**config.mk**
```make
export PLATFORM = sky130hd
export DESIGN_NAME = spectro_scan_driver
export DESIGN_NICKNAME = d
export VERILOG_FILES = /design/src/rtl/ssd_pkg.sv /design/src/rtl/ssd_clkgen.sv /design/src/rtl/ssd_cmd_hold.sv /design/src/rtl/ssd_sequencer.sv /design/src/rtl/spectro_scan_driver.sv
export SDC_FILE = /design/constraint.sdc
export NUM_CORES = 1
export LEC_CHECK = 0
export BUFFER_PORTS_ARGS = -buffer_cell sky130_fd_sc_hd__buf_2
export CORE_MARGIN = 4
export CORE_UTILIZATION = 47
export DETAILED_ROUTE_END_ITERATION = 6
export HOLD_SLACK_MARGIN = 0.02
export PLACE_DENSITY_LB_ADDON = 0.15
export SYNTH_ARGS = -nofsm -noshare
export SYNTH_HDL_FRONTEND = slang
export SYNTH_SLANG_ARGS = --single-unit
export TNS_END_PERCENT = 5
```
**constraint.sdc**
```tcl
create_clock -name clk -period 4.4 [get_ports clk]
set_input_delay 0.22 -clock clk [delete_from_list [all_inputs] [get_ports clk]]
set_output_delay 0.22 -clock clk [all_outputs]
set_load 0.01 [all_outputs]
```
**src/rtl/ssd_pkg.sv**
```systemverilog
package ssd_pkg;
  localparam int CMD_W  = 16;
  localparam int CODE_W = 5;
  localparam int CNT_W  = 7;

  typedef enum logic [1:0] {
    S_IDLE,
    S_INTEG,
    S_READ,
    S_WAIT
  } seq_state_t;

  typedef struct packed {
    logic              user;
    logic [CODE_W-1:0] code;
    logic [CNT_W-1:0]  scans;
  } scan_cfg_t;
endpackage

```
**src/rtl/ssd_clkgen.sv**
```systemverilog
module ssd_clkgen #(
  parameter int HALF = 125
) (
  input  logic clk,
  input  logic rst_n,
  output logic sclk,
  output logic rise
);
  localparam int CW = (HALF > 1) ? $clog2(HALF) : 1;

  logic [CW-1:0] cnt;
  logic          wrap;

  assign wrap = (cnt == CW'(HALF - 1));
  assign rise = wrap & ~sclk;

  always_ff @(posedge clk) begin
    if (!rst_n) begin
      cnt  <= '0;
      sclk <= 1'b0;
    end else if (wrap) begin
      cnt  <= '0;
      sclk <= ~sclk;
    end else begin
      cnt <= cnt + CW'(1);
    end
  end
endmodule

```
**src/rtl/ssd_cmd_hold.sv**
```systemverilog
module ssd_cmd_hold
  import ssd_pkg::*;
#(
  parameter int MAX_CODE  = 20,
  parameter int MAX_SCANS = 100
) (
  input  logic             clk,
  input  logic             rst_n,
  input  logic             cmd_valid,
  input  logic [CMD_W-1:0] cmd_data,
  output logic             cmd_ready,
  input  logic             take,
  output scan_cfg_t        held,
  output logic             held_v
);
  logic [CODE_W-1:0] raw_code, fix_code;
  logic [CNT_W-1:0]  raw_cnt, fix_cnt;
  logic              unused_bits;

  assign raw_code    = cmd_data[14:10];
  assign raw_cnt     = cmd_data[6:0];
  assign unused_bits = ^cmd_data[9:7];
  assign cmd_ready   = ~held_v;

  always_comb begin
    fix_code = raw_code;
    if (raw_code == '0)                       fix_code = CODE_W'(1);
    else if (raw_code > CODE_W'(MAX_CODE))    fix_code = CODE_W'(MAX_CODE);
    fix_cnt = raw_cnt;
    if (raw_cnt == '0)                        fix_cnt = CNT_W'(1);
    else if (raw_cnt > CNT_W'(MAX_SCANS))     fix_cnt = CNT_W'(MAX_SCANS);
  end

  always_ff @(posedge clk) begin
    if (!rst_n) begin
      held_v <= 1'b0;
      held   <= '0;
    end else if (cmd_valid && !held_v) begin
      held_v     <= 1'b1;
      held.user  <= cmd_data[15];
      held.code  <= fix_code;
      held.scans <= fix_cnt;
    end else if (take) begin
      held_v <= 1'b0;
    end
  end
endmodule

```
**src/rtl/ssd_sequencer.sv**
```systemverilog
module ssd_sequencer
  import ssd_pkg::*;
#(
  parameter int PIXELS       = 256,
  parameter int STEP_SCLK    = 4000,
  parameter int MAX_CODE     = 20,
  parameter int DEFAULT_CODE = 20
) (
  input  logic              clk,
  input  logic              rst_n,
  input  logic              rise,
  input  logic              eos,
  input  logic              held_v,
  input  scan_cfg_t         held,
  output logic              take,
  output logic              st,
  output logic              pix_valid,
  output logic [$clog2(PIXELS)-1:0] pix_index
);
  localparam int PW = $clog2(PIXELS);
  localparam int IW = $clog2(MAX_CODE * STEP_SCLK);

  seq_state_t        state;
  logic              user_r, run_r;
  logic [CODE_W-1:0] code_r, new_code;
  logic [CNT_W-1:0]  left_r;
  logic [IW-1:0]     icnt;
  logic [1:0]        sub;
  logic [PW-1:0]     pix;
  logic              start_new, start_again, finish;

  function automatic logic [IW-1:0] integ_len(input logic [CODE_W-1:0] c);
    return IW'(c) * IW'(STEP_SCLK) - IW'(1);
  endfunction

  assign new_code    = held.user ? held.code : CODE_W'(DEFAULT_CODE);
  assign start_new   = (state == S_IDLE) && rise && held_v;
  assign start_again = (state == S_IDLE) && rise && !held_v && run_r;
  assign take        = start_new;
  assign finish      = eos && ((state == S_READ) || (state == S_WAIT));

  always_ff @(posedge clk) begin
    if (!rst_n) begin
      state     <= S_IDLE;
      user_r    <= 1'b0;
      run_r     <= 1'b0;
      code_r    <= '0;
      left_r    <= '0;
      icnt      <= '0;
      sub       <= '0;
      pix       <= '0;
      st        <= 1'b0;
      pix_valid <= 1'b0;
      pix_index <= '0;
    end else begin
      pix_valid <= 1'b0;
      if (finish) begin
        state <= S_IDLE;
        if (user_r) begin
          left_r <= left_r - CNT_W'(1);
          run_r  <= (left_r > CNT_W'(1));
        end else begin
          run_r <= 1'b1;
        end
      end else begin
        case (state)
          S_IDLE: begin
            if (start_new) begin
              user_r <= held.user;
              code_r <= new_code;
              left_r <= held.scans;
              run_r  <= 1'b1;
              st     <= 1'b1;
              icnt   <= integ_len(new_code);
              state  <= S_INTEG;
            end else if (start_again) begin
              st    <= 1'b1;
              icnt  <= integ_len(code_r);
              state <= S_INTEG;
            end
          end
          S_INTEG: begin
            if (rise) begin
              if (icnt == '0) begin
                st    <= 1'b0;
                sub   <= '0;
                pix   <= '0;
                state <= S_READ;
              end else begin
                icnt <= icnt - IW'(1);
              end
            end
          end
          S_READ: begin
            if (rise) begin
              sub <= sub + 2'd1;
              if (sub == 2'd3) begin
                pix_valid <= 1'b1;
                pix_index <= pix;
                if (pix == PW'(PIXELS - 1)) state <= S_WAIT;
                else                        pix   <= pix + PW'(1);
              end
            end
          end
          default: ;
        endcase
      end
    end
  end
endmodule

```
**src/rtl/spectro_scan_driver.sv**
```systemverilog
module spectro_scan_driver
  import ssd_pkg::*;
#(
  parameter int SCLK_HALF    = 125,
  parameter int PIXELS       = 256,
  parameter int STEP_SCLK    = 4000,
  parameter int MAX_CODE     = 20,
  parameter int DEFAULT_CODE = 20,
  parameter int MAX_SCANS    = 100
) (
  input  logic                      clk,
  input  logic                      rst_n,
  input  logic                      cmd_valid,
  output logic                      cmd_ready,
  input  logic [15:0]               cmd_data,
  output logic                      sclk,
  output logic                      st,
  input  logic                      eos,
  output logic                      pix_valid,
  output logic [$clog2(PIXELS)-1:0] pix_index
);
  logic      rise, take, held_v;
  scan_cfg_t held;

  ssd_clkgen #(.HALF(SCLK_HALF)) clkgen_i (
    .clk(clk), .rst_n(rst_n), .sclk(sclk), .rise(rise)
  );

  ssd_cmd_hold #(.MAX_CODE(MAX_CODE), .MAX_SCANS(MAX_SCANS)) hold_i (
    .clk(clk), .rst_n(rst_n), .cmd_valid(cmd_valid), .cmd_data(cmd_data),
    .cmd_ready(cmd_ready), .take(take), .held(held), .held_v(held_v)
  );

  ssd_sequencer #(
    .PIXELS(PIXELS), .STEP_SCLK(STEP_SCLK),
    .MAX_CODE(MAX_CODE), .DEFAULT_CODE(DEFAULT_CODE)
  ) seq_i (
    .clk(clk), .rst_n(rst_n), .rise(rise), .eos(eos),
    .held_v(held_v), .held(held), .take(take),
    .st(st), .pix_valid(pix_valid), .pix_index(pix_index)
  );
endmodule

```
==> impl_results.md <==
- Slew Viols, Final: 0
- IO buf count: 28
- Die Ht: approximately 120 um
- Via density: 5.50
- Overall global routing resource usage: about a fifth
- R2R setup slack: between 0.2 and 0.25 ns
- Initial antenna violation count: 0
- Final Cycle Share: 94.6%
- Min Tclk post-route: 4.16 ns
- CP Max Fanout: 11
- Number of synthesized flops with an enable pin: 0
- R2R Path Start: hold_i.held[12]
- Largest net degree at the start of global routing: 38
- Yosys reg bits: 75
- Die area: approximately 14,000 um^2
- Critical Path End Type: register
- Setup ws final: about 0.24 ns
- Worst-margin pin slew: around 0.95 ns
- Routed via count: 5,124
- Drt pass-1 iters: 5
- Cells after Synth: a little over 700
- Root Buffer: clkbuf_16
- Cell Area, Synth: just under 6000 um^2
- Hold Path Origin: cmd_data[15]
- Initial DRC Count: between 300 and 400
- Die Width: approximately 120 um
- R2R cell count: 16
- Gr ovfl total: 0
- Fin nets: 854
- Count of cell types in the netlist: 71
- Starting density of the core: 48.3%
- Layout cell share with drive strength beyond 1: a little over an eighth
- FF+latch area: ~1500 um^2
- Clk sink count: between 70 and 80
- Worst R2R End: seq_i.icnt[16]
- Critical path arrival: 4.35 ns
- H-tree depth: 3
- Overall power: between 2 and 2.5 mW
- Final instance area: roughly 6600 um^2
- Max Freq: 0.240 GHz
- Vias in the first global route: between 4,000 and 5,000
- Hold Path Sink: hold_i.held[12]
- Max cap viols: 0
- CTS Buf Count: 9
- Boundary Pins: 32
- P per Cell Area: between 300 and 400 nW/um^2
- Asr flop ratio synth: 0%
- CTS tree: yes
- Slew headroom: 36.8%
- Setup TNS: 0 ns
- Status: finished clean
- Core area: between 10,000 and 15,000 um^2
- Commonest non-fill, non-tap cells in the layout: 74 x dfxtp_1, 72 x nand2_1, 68 x nor2_1
- Clk slew on worst S/H paths: 0.06 ns
- P_leak: ~2.7 nW
- Remaining DRCs: 0
- Maximum vdd ir drop: around 0.27 mV
- Worst hold slack: between 0.1 and 0.15 ns
- First-pass GRT wire length: about 23,000 um
- Crit start category: register
- Antenna-violating nets left: 0
- Cell row count: 40
- Final wirelength: ~13,000 um
- Post-synthesis sequential area ratio: about a quarter
- Syn Nets: ~820
- Hold Path Class: in2reg
- WL/cell: 14.2 um
- Setup bufs post-CTS: 0
- Placer Congestion: roughly 0.90
- Non-Filler Instances: 932
- Pre-CTS setup slack: approximately 0.016 ns
- Commonest non-fill, non-tap cell in the layout: dfxtp_1
- WS Path Type: reg2reg
- # diodes: 0
- CTS max path bufs: 2
- Synthesized area per cell: 8.07 um^2
- Cells after DPL: around 900
- Synth warn: 0
- Placed Area: ~6200 um^2
- Clock Latency Late Sink: 0.34 ns
- Top_reg_cell synth: dfxtp_1
- Hold depth: 3
- Clk_skew: between 0.007 and 0.008 ns
- Fill count: between 1,000 and 1,500
- Final Util: a little over half
- Worst Path Required: roughly 4.6 ns
- Final setup vio count: 0
- Area grow syn2layout: 13.6%
- DPL Wire Length: a little over 10,000 um
- Multi-input gate area: between 4000 and 5000 um^2
- Final hold violation count: 0
routing by layer:
layer	track usage, %	wire (um)	up-vias
met5	0	0	-
met4	3.79	127	0
met3	4.99	510	10
met2	32.0	6270	85
met1	25.8	6310	2421
li1	-	-	2608
registers in the layout, summed over array words and instances (netlist names):
signal	flops
seq_i.sub	2
clkgen_i.sclk	1
seq_i.pix_index	8
hold_i.held_v	1
seq_i.st	1
seq_i.icnt	17
clkgen_i.cnt	7
seq_i.run_r	1
seq_i.left_r	7
seq_i.user_r	1
seq_i.pix	8
seq_i.state	2
seq_i.code_r	5
seq_i.pix_valid	1
hold_i.held	13
Yosys cell counts, types with 9 or more instances:
master	count	area, um^2
dfxtp_1	75	1500
nand2_1	72	270
nor2_1	69	259
a21oi_1	64	320
inv_1	59	221
ha_1	57	713
o21ai_0	34	170
nor3_1	22	110
nand3_1	20	100
clkbuf_1	19	71.3
xor2_1	19	166
fa_1	18	360
xnor2_1	18	158
mux2i_1	17	170
a211oi_1	11	82.6
nand2b_1	10	62.6
or3_1	9	56.3
cell type report:
type | count | area share [%]
clock inverter | 6 | 1.34
sequential | 75 | 22.7
multi-input combinational | 562 | 61.1
timing repair buffer | 51 | 4.78
clock buffer | 10 | 3.46
inverter | 60 | 3.40
tap | 168 | 3.18
power breakdown:
part	switching, mW	internal (mW)
clock network	0.293	0.497
logic	0.390	0.232
registers	0.0357	0.711
total	0.719	1.44
how the worst max path moves through the flow:
| stage | from | endpoint | slack [ns] |
|---|---|---|---|
| after global placement | hold_i.held[11] | seq_i.icnt[16] | 0.17 |
| final | hold_i.held[12] | seq_i.icnt[16] | 0.24 |
| after global routing | hold_i.held[12] | seq_i.icnt[16] | -0.01 |
| after CTS | hold_i.held[12] | seq_i.icnt[16] | 0.01 |
| after floorplan | hold_i.held[12] | seq_i.icnt[16] | 0.005 |
| after detailed placement | hold_i.held[12] | seq_i.icnt[16] | 0.02 |
worst max-delay path, stage by stage, from the launching register on:
cell	delay, ns
dfxtp_2	0.34
buf_6	0.13
nand2b_1	0.09
ha_1	0.29
inv_1	0.05
fa_1	0.47
fa_1	0.51
inv_1	0.05
ha_1	0.31
buf_4	0.17
a21o_1	0.19
a211oi_2	0.27
nor2_2	0.07
or3_1	0.37
or4_4	0.49
a21oi_2	0.15
a311oi_1	0.06
kinds of logic after synthesis:
kind of cell	share of synthesized area [%]
compound gates	19.1
xor+xnor	5.95
fa+ha+maj	18.4
buf+inv	5.76
flops	25.8
mux	3.12
simple gates	21.9
timing repair:
item,4_1_cts,5_1_grt
resized for setup,0,15
hold buffers,0,0
endpoints found under the setup margin,0,4
No activity file was read; power rests on OpenSTA's default activity.
